`config.mk`:
```
export PLATFORM = sky130hd
export DESIGN_NAME = auto_restart_timer
export DESIGN_NICKNAME = d
export VERILOG_FILES = /design/src/rtl/art_pkg.sv /design/src/rtl/art_sync.sv /design/src/rtl/art_tick_counter.sv /design/src/rtl/art_mode_fsm.sv /design/src/rtl/auto_restart_timer.sv
export SDC_FILE = /design/constraint.sdc
export NUM_CORES = 1
export LEC_CHECK = 0
export ABC_CLOCK_PERIOD_IN_PS = 2500
export BUFFER_PORTS_ARGS = -buffer_cell sky130_fd_sc_hd__buf_2
export CORE_UTILIZATION = 62
export CTS_CLUSTER_DIAMETER = 150
export DETAILED_ROUTE_END_ITERATION = 10
export GPL_TIMING_DRIVEN = 1
export PLACE_DENSITY = 0.79
export REMOVE_ABC_BUFFERS = 1
export SYNTH_ARGS = -nofsm -noshare
export SYNTH_HDL_FRONTEND = slang
export SYNTH_HIERARCHICAL = 1
export SYNTH_SLANG_ARGS = --single-unit
export TNS_END_PERCENT = 30
```
`constraint.sdc`:
```
create_clock -name clk -period 2.5 [get_ports clk]
set_input_delay 0.5 -clock clk [delete_from_list [all_inputs] [get_ports clk]]
set_output_delay 0.5 -clock clk [all_outputs]
set_load 0.005 [all_outputs]
```
`src/rtl/art_pkg.sv`:
```
// Package: shared types for the auto-restart fault timer.
// Assumes: nothing beyond IEEE 1800-2017 enums.
package art_pkg;

    // Supervisor modes: regulating, hiccup gated off, hiccup trial window.
    typedef enum logic [1:0] {
        MODE_RUN  = 2'd0,
        MODE_REST = 2'd1,
        MODE_PROBE = 2'd2
    } art_mode_t;

endpackage

```
`src/rtl/art_sync.sv`:
```
// Module: art_sync
// Brings an asynchronous level into the clock domain through a chain of
// flops. STAGES = 0 gives a plain wire for inputs that are already
// synchronous.
// Assumes: the level is stable for longer than STAGES clock cycles.
module art_sync #(
    parameter int STAGES = 2
) (
    input  logic clk,
    input  logic rst_n,
    input  logic din,
    output logic dout
);

    generate
        if (STAGES == 0) begin : g_bypass
            assign dout = din;
        end else begin : g_chain
            logic [STAGES-1:0] chain_q;
            // Shift the input through the flop chain; reset clears it to "not low".
            always_ff @(posedge clk) begin
                if (!rst_n) chain_q <= '0;
                else        chain_q <= {chain_q[STAGES-2 >= 0 ? STAGES-2 : 0 : 0], din} & {STAGES{1'b1}};
            end
            assign dout = chain_q[STAGES-1];
        end
    endgenerate

endmodule

```
`src/rtl/art_tick_counter.sv`:
```
// Module: art_tick_counter
// Counts step pulses from 0 up to LIMIT-1. Clear takes priority over step.
// last is 1 while the count sits at LIMIT-1, so the caller can act on the
// step that completes LIMIT steps.
// Assumes: LIMIT >= 2. The caller stops stepping once last is reached.
module art_tick_counter #(
    parameter int LIMIT = 16
) (
    input  logic clk,
    input  logic rst_n,
    input  logic clear,
    input  logic step,
    output logic last
);

    localparam int W = (LIMIT > 2) ? $clog2(LIMIT) : 1;
    localparam logic [W-1:0] TOP = W'(LIMIT - 1);

    logic [W-1:0] cnt_q;

    // Advance on each step, hold at the top value, and return to zero on clear or reset.
    always_ff @(posedge clk) begin
        if (!rst_n || clear)            cnt_q <= '0;
        else if (step && cnt_q != TOP)  cnt_q <= cnt_q + 1'b1;
    end

    assign last = (cnt_q == TOP);

endmodule

```
`src/rtl/art_mode_fsm.sv`:
```
// Module: art_mode_fsm
// Mode control for the auto-restart supervisor. It decides when each timer
// steps and clears, and it derives the two outputs from the registered mode.
// Assumes: tick is a one-cycle pulse, fb_low_s is synchronous, and the
// *_last inputs come from art_tick_counter instances driven by this module.
module art_mode_fsm
    import art_pkg::*;
(
    input  logic clk,
    input  logic rst_n,
    input  logic tick,
    input  logic fb_low_s,
    input  logic detect_last,
    input  logic rest_last,
    input  logic probe_last,
    output logic detect_clear,
    output logic detect_step,
    output logic rest_clear,
    output logic rest_step,
    output logic probe_clear,
    output logic probe_step,
    output logic sw_enable,
    output logic fault_active
);

    art_mode_t mode_q, mode_d;

    // Next-mode decision from the tick, the feedback flag and the timers.
    always_comb begin
        mode_d = mode_q;
        unique case (mode_q)
            MODE_RUN: begin
                if (tick && fb_low_s && detect_last) mode_d = MODE_REST;
            end
            MODE_REST: begin
                if (tick && rest_last) mode_d = MODE_PROBE;
            end
            MODE_PROBE: begin
                if (!fb_low_s)                    mode_d = MODE_RUN;
                else if (tick && probe_last)      mode_d = MODE_REST;
            end
            default: mode_d = MODE_RUN;
        endcase
    end

    // Hold the mode register; reset returns to regulating.
    always_ff @(posedge clk) begin
        if (!rst_n) mode_q <= MODE_RUN;
        else        mode_q <= mode_d;
    end

    // Timer steering: each timer runs only in its own mode and is cleared outside it.
    always_comb begin
        detect_clear = (mode_q != MODE_RUN) || !fb_low_s;
        detect_step  = tick && fb_low_s;
        rest_clear   = (mode_q != MODE_REST);
        rest_step    = tick;
        probe_clear  = (mode_q != MODE_PROBE);
        probe_step   = tick && fb_low_s;
    end

    assign sw_enable    = (mode_q != MODE_REST);
    assign fault_active = (mode_q != MODE_RUN);

endmodule

```
`src/rtl/auto_restart_timer.sv`:
```
// Module: auto_restart_timer (top)
// Fault supervisor with hiccup auto-restart. It counts oscillator ticks
// while feedback is low. After FAULT_TICKS ticks it alternates an off-window
// of OFF_TICKS with an on-window of ON_TICKS, and it leaves the hiccup cycle
// when feedback recovers during an on-window.
// Assumes: osc_tick is a single-cycle pulse in the clk domain, fb_low may be
// asynchronous, and all durations are at least 2 ticks.
module auto_restart_timer #(
    parameter int FAULT_TICKS = 15000,
    parameter int OFF_TICKS   = 120000,
    parameter int ON_TICKS    = 17000,
    parameter int SYNC_STAGES = 2
) (
    input  logic clk,
    input  logic rst_n,
    input  logic osc_tick,
    input  logic fb_low,
    output logic sw_enable,
    output logic fault_active
);

    logic fb_low_s;
    logic detect_clear, detect_step, detect_last;
    logic rest_clear, rest_step, rest_last;
    logic probe_clear, probe_step, probe_last;

    art_sync #(.STAGES(SYNC_STAGES)) u_sync (
        .clk(clk), .rst_n(rst_n), .din(fb_low), .dout(fb_low_s)
    );

    art_tick_counter #(.LIMIT(FAULT_TICKS)) u_detect (
        .clk(clk), .rst_n(rst_n), .clear(detect_clear),
        .step(detect_step), .last(detect_last)
    );

    art_tick_counter #(.LIMIT(OFF_TICKS)) u_rest (
        .clk(clk), .rst_n(rst_n), .clear(rest_clear),
        .step(rest_step), .last(rest_last)
    );

    art_tick_counter #(.LIMIT(ON_TICKS)) u_probe (
        .clk(clk), .rst_n(rst_n), .clear(probe_clear),
        .step(probe_step), .last(probe_last)
    );

    art_mode_fsm u_fsm (
        .clk(clk), .rst_n(rst_n), .tick(osc_tick), .fb_low_s(fb_low_s),
        .detect_last(detect_last), .rest_last(rest_last), .probe_last(probe_last),
        .detect_clear(detect_clear), .detect_step(detect_step),
        .rest_clear(rest_clear), .rest_step(rest_step),
        .probe_clear(probe_clear), .probe_step(probe_step),
        .sw_enable(sw_enable), .fault_active(fault_active)
    );

endmodule

```
# After elaboration in Yosys (flattened, before gate mapping)
# Cells that the tools add are included.
# totals
in_bits	4
ff_bits	50
elab_cells	42
# classes
n_addsub	3
mux	5
n_reduce_logical	16
eq_ne	13
# ops
operator	n
adder 17 x 1 -> 17 bit, second input constant	1
== test 17 bit, second input constant	1
inequality test 17 bit, second input constant	1
adder 15 x 1 -> 15 bit, second input constant	1
== test 15 bit, second input constant	1
inequality test 15 bit, second input constant	1
adder 14 x 1 -> 14 bit, second input constant	1
== test 14 bit, second input constant	1
inequality test 14 bit, second input constant	1
two-way mux 2 bit	4
logical AND 1 bit	7
inequality test 2 x 1 -> 1 bit, second input constant	3
one-hot mux 2 bit (3 select lines)	1
logical OR 1 bit	4
inequality test 3 x 2 -> 1 bit, second input constant	1
AND reduction 3 bit	1
== test 2 x 1 -> 1 bit, second input constant	1
== test 2 bit, second input constant	1
logical NOT 1 bit	2
logical NOT 2 bit	1
inequality test 2 bit, second input constant	1
nonzero test 2 bit	1

# Depth between registers and ports, before layout
# Gate-level depths: netlist (run 1).
# logic_depth
depth_word	5
mapped_depth	7
depth_no_buf	5

# Cells and area by module
# Netlist (run 1), hierarchy kept.
# modules_own_cells
mod	cells_each	area_each_um2	instances
art_tick_counter (u_rest)	117	949.7	1
art_tick_counter (u_probe)	89	753.2	1
art_tick_counter (u_detect)	84	733.2	1
art_mode_fsm	19	170.2	1
art_sync	4	52.6	1

# Worst setup path after synthesis (run 1)
# OpenSTA, ideal clock, no wires.
# synth_timing
path_type	input to register
startpoint	input osc_tick
endpoint	register u_rest.cnt_q[16]
setup_time_ns	0.059
path_slack_ns	0.634
arrival_ns	1.807
path_stages	6
cell_sequence	buf_4 buf_2 nand4_2 or4_4 or4_1 nand2_1
# synth_between
elab_chain_cells	1
# synth_rtl
item	line	source
from (decl)	auto_restart_timer.sv:16	input logic osc_tick,
logical AND 1 bit	art_tick_counter.sv:24	else if (step && cnt_q != TOP) cnt_q <= cnt_q + 1'b1;
to (signal assigned)	art_tick_counter.sv:24	
to (decl)	art_tick_counter.sv:19	logic [W-1:0] cnt_q;
# Every way passes these cells.
# A chain may end at the register's enable or synchronous reset.

# Worst setup path in the final report (run 1)
# layout_timing
startpoint	register u_rest.cnt_q[0]
endpoint	register u_rest.cnt_q[16]
# layout_between
elab_chain_cells	2
# layout_rtl
item
branches (longest 2 deep; another with adder 17 x 1 -> 17 bit)
# Parallel ways; which one is timed is not known.

==> impl_metrics.csv, run 1 <==
group,metric,value,unit
synthesis,synthMuxAreaShare,0.00376,
power,seqPwrFrac,0.579,
sta,max_freq,0.519,GHz
synthesis,netlist.area_leader.share,0.376,
power,p_sw,0.275,mW
synthesis,synth_top_family_by_area,"simple AND/OR/NAND/NOR gates",
power,ir_worst_vdd,0.000314,V
final_layout,stdcell_count,364,
route,drt-initial-drc-count,191,
global_routing,first_global_vias,1863,
placed_design,post-place-ws,0.456,ns
floorplanning,num_rows,23,
power,switching_share,0.199,
critical_path,endpoint_kind,"flop",
placed_design,hpwl,3770,µm
sta,finalSetupViolCount,0,
synthesis,ys_types,53,
global_routing,grt_pass1_wl,8670,µm
sta,final_max_slew_viol_count,0,
floorplanning,die_w,67.5,µm
power,pwr-share-comb,0.014,
worst_hold_path,hold_path.class,"in -> reg",
clock_tree,ctsResizeCount,0,
critical_path,path_max_fanout,8,
final_layout,fillers,346,
synthesis,synth_edf_count,0,
placed_design,gp_congestion,0.857,
synthesis,ys.flop_type,"dfxtp_1",
synthesis,synth-simple-area-share,0.370,
floorplanning,io_pins,6,
final_layout,multi_input_area,0.00156,mm²
critical_path,cp_top_family,"simple AND/OR/NAND/NOR gates",
flow_run,cap_violations,0,
sta,clock_skew,0.00686,ns
clock_tree,post_cts.repair.setup_buffers,0,
route,drtAntennaViolNets,0,
floorplanning,core,0.00406,mm²
clock_tree,clk_pin_slew,0.09,ns
synthesis,synth-xor-area-share,0.0659,
clock_tree,clockBufferDepth,2,
route,num_vias,2238,
critical_path,worstPathCellList,"ha_1 -> nand4_2 -> or4_4 -> or4_1 -> nand2_1",
critical_path,critPathSlowestCell,"or4_4",
route,drt_wl_total,5280,µm
sta,final.setup.tns,0,ns
synthesis,yosysMostFrequentCell,"dfxtp_1",
synthesis,synth_area_per_cell,8.49,µm²
sta,final.period_utilization,0.771,
clock_tree,clkSinkCount,50,
route,drt-wirelength-per-cell,14.5,µm
global_routing,grtUsageTotal,0.255,
power,p_leak,0.844,nW
synthesis,synth-adder-area-share,0.0235,
final_layout,diodes,0,
critical_path,startpoint_type,"flop",
clock_tree,cts_tree,"done",
floorplanning,die_h,67.5,µm
power,power_density,492,mW/mm²
floorplanning,start_util,0.655,
route,viasPerCell,6.15,
global_routing,antenna_found_initial,0,
sta,hold_violations,0,
final_layout,area_growth,5.32,%
critical_path,worstSetupPathType,"reg -> reg",
sta,period_minus_slack,1.93,ns
clock_tree,cts_root_buffer,"clkbuf_8",
synthesis,synth_common_cells,"50 x dfxtp_1, 26 x nand2_1, 25 x nor2_1, 23 x nand3_1, 16 x a21oi_1",
sta,setup_ws,0.574,ns
synthesis,synth_seq_area_share,0.376,
power,power.internal,1.10,mW
synthesis,synth_seq_cells,50,
final_layout,drive_above_1_share,0.0860,
clock_tree,cts_hold_buf,0,
critical_path,critPathMaxStageDelay,0.50,ns
run_status,status,"complete, no violations",
final_layout,design_area,0.00280,mm²
floorplanning,dieArea,0.00455,mm²
route,drt-pass1-iter-count,4,
critical_path,required,2.76,ns
placed_design,portBuffers,5,
global_routing,grt_max_degree,15,
global_routing,grt_overflow,0,
synthesis,yosysWarnings,6,
final_layout,nets,322,
sta,slew_headroom,0.630,
critical_path,arrival,2.18,ns
synthesis,synthCells,313,
synthesis,synth_area,0.00266,mm²
synthesis,synth-async-reset-ratio,0,
clock_tree,cts_buffers,5,
clock_tree,clk_latency,0.30,ns
sta,tightest_slew,0.555,ns
sta,rsz0062_at_grt,"false",
final_layout,seqCellArea,0.00100,mm²
placed_design,placed_cells,356,
clock_tree,htree_levels,2,
route,drc,0,
critical_path,crit_buf_inv,0,
power,p_clk_frac,0.407,
synthesis,synthTopCellsByArea,"dfxtp_1 38%, nand3_1 4.3%, xnor2_1 4.0%, nand2_1 3.7%, nor2_1 3.5%",
placed_design,place_area,0.00269,mm²
synthesis,synth-compound-area-share,0.122,
synthesis,synth_top_area_cell,"dfxtp_1",
-- sequential cells by signal (all words and copies together) (netlist names) --
signal / flops
u_sync/g_chain.chain_q: 2
u_probe/cnt_q: 15
u_detect/cnt_q: 14
u_fsm/mode_q: 2
u_rest/cnt_q: 17
-- cell families (layout without fill, tap and decap cells) --
kind of cell	after synthesis	count (layout)
adder cells (fa/ha/maj)	5	5
AND/OR/NAND/NOR	167	167
multiplexers	1	1
XOR/XNOR	20	20
buffers and inverters	22	23
AO/OA/AOI/OAI	48	48
flip-flops	50	50
-- area by class of cell --
class | count | area share
Clock buffer | 7 | 0.0273
Clock inverter | 1 | 0.0107
Inverter | 7 | 0.00938
Multi-Input combinational cell | 241 | 0.556
Sequential cell | 50 | 0.357
Tap cell | 50 | 0.0223
Timing Repair Buffer | 8 | 0.0170
-- layer usage --
| layer | part of all wire | up-vias | global-route usage |
|---|---|---|---|
| met4 | 0.013 | 0 | 0.106 |
| met2 | 0.44 | 40 | 0.369 |
| met5 | 0 | - | 0 |
| li1 | - | 1150 | - |
| met1 | 0.50 | 1042 | 0.358 |
| met3 | 0.042 | 6 | 0.0608 |
-- through the flow --
| step | power (mW) | utilization | hold slack [ns] |
|---|---|---|---|
| 3_5_place_dp | 0.836 | 0.664 | 0.420 |
| 3_3_place_gp | 0.835 | 0.664 | 0.414 |
| 2_1_floorplan | 0.826 | - | 0.412 |
| 4_1_cts | 1.39 | 0.690 | 0.386 |
| 6_report | 1.38 | 0.690 | 0.396 |
| 5_1_grt | 1.43 | 0.690 | 0.379 |
-- power by group through the flow --
stage               combinational (mW)  sequential (mW)  clock, mW
floorplan                      0.00948            0.816          0
detailed placement              0.0191            0.817          0
finish                          0.0190            0.798      0.561
CTS                             0.0191            0.798      0.576
global route                    0.0213            0.798      0.608
global placement                0.0183            0.817          0
-- path summary, 6_finish.rpt --
| path | end | depth (start not counted) | start | slack [ns] |
|---|---|---|---|---|
| min | u_sync/g_chain.chain_q[0] | 2 | fb_low | 0.40 |
| max | u_rest/cnt_q[16] | 5 | u_rest/cnt_q[0] | 0.57 |
| min reg2reg | u_sync/g_chain.chain_q[1] | 1 | u_sync/g_chain.chain_q[0] | 0.44 |
| max reg2reg | u_rest/cnt_q[16] | 5 | u_rest/cnt_q[0] | 0.57 |
-- cell usage in the layout (no fill, tap or decap), types with 4 or more instances in the layout --
cell	Yosys	layout
dfxtp_1	50	50
nand2_1	26	26
nor2_1	25	25
nand3_1	23	23
a21oi_1	16	16
nand4_1	12	12
xnor2_1	12	12
nor4_1	11	11
o21ai_0	10	10
xor2_1	8	8
nor3_1	8	8
or3_1	8	8
nand2b_1	7	7
inv_1	7	7
o31ai_1	6	6
or4_1	6	6
and2_1	6	6
clkbuf_8	0	5
buf_2	3	5
o211ai_1	5	5
ha_1	5	5
and3_1	4	4
nor2b_1	4	4
No activity file was read; power rests on OpenSTA's default activity.
==> inputs of run 2 (changes only) <==
- ABC_AREA: unset -> 1
- ABC_CLOCK_PERIOD_IN_PS: 2500 -> 1840
- CORE_UTILIZATION: 62 -> 63
- PLACE_DENSITY: 0.79 -> 0.8
- clock period: 2.5 -> 1.84 ns (I/O delays scaled with it)
==> run 2 against run 1 <==
Compared with the run above:
- worst setup slack worse by 0.38 ns
- final cell count grew 57%
- wire length rose by 27%
- sequential share of layout area is 5.4 points lower
- highest routed layer unchanged
==> impl_metrics.csv, run 2 <==
group,metric,value,unit
synthesis,synth_seq_area_share,0.318,
sta,hold_violations,0,
sta,clock_skew,0.00681,ns
route,num_vias,3058,
critical_path,required,2.04,ns
route,drc,0,
synthesis,yosysMostFrequentCell,"nand2_1",
final_layout,seqCellArea,0.00100,mm²
synthesis,ys_types,35,
global_routing,grtUsageTotal,0.276,
synthesis,synth_edf_count,0,
final_layout,nets,512,
clock_tree,ctsResizeCount,0,
global_routing,antenna_found_initial,0,
final_layout,largest_reg_flops,17,
global_routing,grt_max_degree,18,
clock_tree,htree_levels,2,
power,ir_worst_vdd,0.000370,V
sta,final.setup.tns,0,ns
route,drt_wl_total,6690,µm
floorplanning,start_util,0.662,
synthesis,netlist.area_leader.share,0.318,
final_layout,largestRegisters,"u_rest/cnt_q (17), u_probe/cnt_q (15), u_detect/cnt_q (14)",
power,p_leak,1.13,nW
final_layout,area_growth,4.85,%
final_layout,design_area,0.00330,mm²
clock_tree,clockBufferDepth,2,
floorplanning,die_w,72.7,µm
worst_hold_path,hold_path.class,"in -> reg",
critical_path,arrival,1.85,ns
run_status,status,"complete, no violations",
clock_tree,clkSinkCount,50,
critical_path,startpoint_type,"flop",
route,drt-wirelength-per-cell,11.7,µm
synthesis,synth_common_cells,"134 x nand2_1, 75 x nor2_1, 56 x inv_1, 50 x dfxtp_1, 45 x nand3_1",
floorplanning,die_h,72.7,µm
clock_tree,cts_hold_buf,0,
synthesis,synth_area,0.00315,mm²
route,drt-initial-drc-count,187,
flow_run,cap_violations,0,
global_routing,grt_pass1_wl,11500,µm
synthesis,synthTopCellsByArea,"dfxtp_1 32%, nand2_1 16%, nor2_1 8.9%, nand3_1 7.2%, inv_1 6.7%",
synthesis,yosysWarnings,6,
clock_tree,cts_root_buffer,"clkbuf_8",
sta,rsz0062_at_grt,"false",
critical_path,endpoint_kind,"flop",
synthesis,ys.flop_type,"dfxtp_1",
sta,max_freq,0.608,GHz
final_layout,multi_input_area,0.00180,mm²
placed_design,portBuffers,5,
sta,final_max_slew_viol_count,0,
floorplanning,num_rows,25,
clock_tree,clk_pin_slew,0.09,ns
sta,slew_headroom,0.727,
placed_design,hpwl,5020,µm
clock_tree,clk_latency,0.30,ns
route,drtAntennaViolNets,0,
global_routing,first_global_vias,2731,
final_layout,drive_above_1_share,0.0952,
clock_tree,post_cts.repair.setup_buffers,0,
sta,final.period_utilization,0.894,
critical_path,path_max_fanout,13,
final_layout,diodes,0,
placed_design,gp_congestion,0.914,
final_layout,final_common_cell,"nand2_1",
clock_tree,cts_buffers,5,
floorplanning,io_pins,6,
synthesis,synthCells,498,
synthesis,synth_top_area_cell,"dfxtp_1",
sta,tightest_slew,0.408,ns
route,drt-pass1-iter-count,5,
placed_design,place_area,0.00319,mm²
sta,period_minus_slack,1.65,ns
route,viasPerCell,5.36,
global_routing,grt_overflow,0,
floorplanning,core,0.00475,mm²
final_layout,final_cell_mix,"134 x nand2_1, 75 x nor2_1, 56 x inv_1, 50 x dfxtp_1, 45 x nand3_1",
sta,finalSetupViolCount,0,
power,power_density,569,mW/mm²
final_layout,fillers,424,
critical_path,worstSetupPathType,"reg -> reg",
synthesis,synth_seq_cells,50,
synthesis,synth-async-reset-ratio,0,
clock_tree,cts_tree,"done",
floorplanning,dieArea,0.00528,mm²
final_layout,top_register,"u_rest/cnt_q",
synthesis,synth_area_per_cell,6.32,µm²
==> run 2: logic make-up (layout without fill, tap and decap cells) <==
group                    count (synthesis)  in the layout  share of synthesized area
AND/OR/NAND/NOR                        314            314                      0.456
buffers and inverters                   76             82                      0.109
flip-flops                              50             50                      0.318
AO/OA/AOI/OAI                           44             44                     0.0716
XOR/XNOR                                 9              9                     0.0251
adder cells (fa/ha/maj)                  5              5                     0.0199
==> run 2: path summary, 6_finish.rpt <==
kind / depth (start not counted) / to / slack [ns] / from
hold reg to reg: 2 / u_sync/g_chain.chain_q[1] / 0.43 / u_sync/g_chain.chain_q[0]
setup reg to reg: 8 / u_detect/cnt_q[0] / 0.19 / u_detect/cnt_q[0]
hold / removal: 3 / u_sync/g_chain.chain_q[0] / 0.24 / fb_low
setup / recovery: 8 / u_detect/cnt_q[0] / 0.19 / u_detect/cnt_q[0]
==> run 2: worst max-delay path, stage by stage, from the launching register on <==
cell and delay, ns:
dfxtp_1 0.40, ha_1 0.23, nand3_1 0.11, nor2_2 0.15, nand3_4 0.16, nand2_4 0.18
inv_1 0.14, nor2_1 0.12, nor2_1 0.05
==> run 2: through the flow <==
| stage | cells | util | power [mW] | worst slack [ns] | hold WS, ns |
|---|---|---|---|---|---|
| global placement | 563 | 0.671 | 1.15 | 0.298 | 0.402 |
| floorplan | 485 | - | 1.13 | 0.337 | 0.390 |
| finish | 571 | 0.694 | 1.88 | 0.195 | 0.244 |
| detailed placement | 563 | 0.671 | 1.15 | 0.215 | 0.420 |
| global route | 571 | 0.694 | 1.94 | 0.0393 | 0.243 |
| CTS | 571 | 0.694 | 1.90 | 0.198 | 0.242 |
==> run 2: final cells by class <==
cell class / instances / area share
multi-input cells: 372 / 0.546
flip-flops and latches: 50 / 0.303
inverters: 63 / 0.0717
well taps: 67 / 0.0254
clock buffers: 7 / 0.0231
repair buffers: 11 / 0.0212
clock inverters: 1 / 0.00910
==> run 2: routing by layer <==
metal	wire length [µm]	GRT usage	vias to the layer above
li1	-	-	1601
met1	3020	0.345	1350
met2	3140	0.461	82
met3	304	0.0470	25
met4	225	0.133	0
met5	0	0	-
==> run 2: power by group <==
group / switching [mW] / internal (mW)
clock network: 0.347 / 0.407
logic: 0.0262 / 0.0110
registers: 0.00150 / 1.08
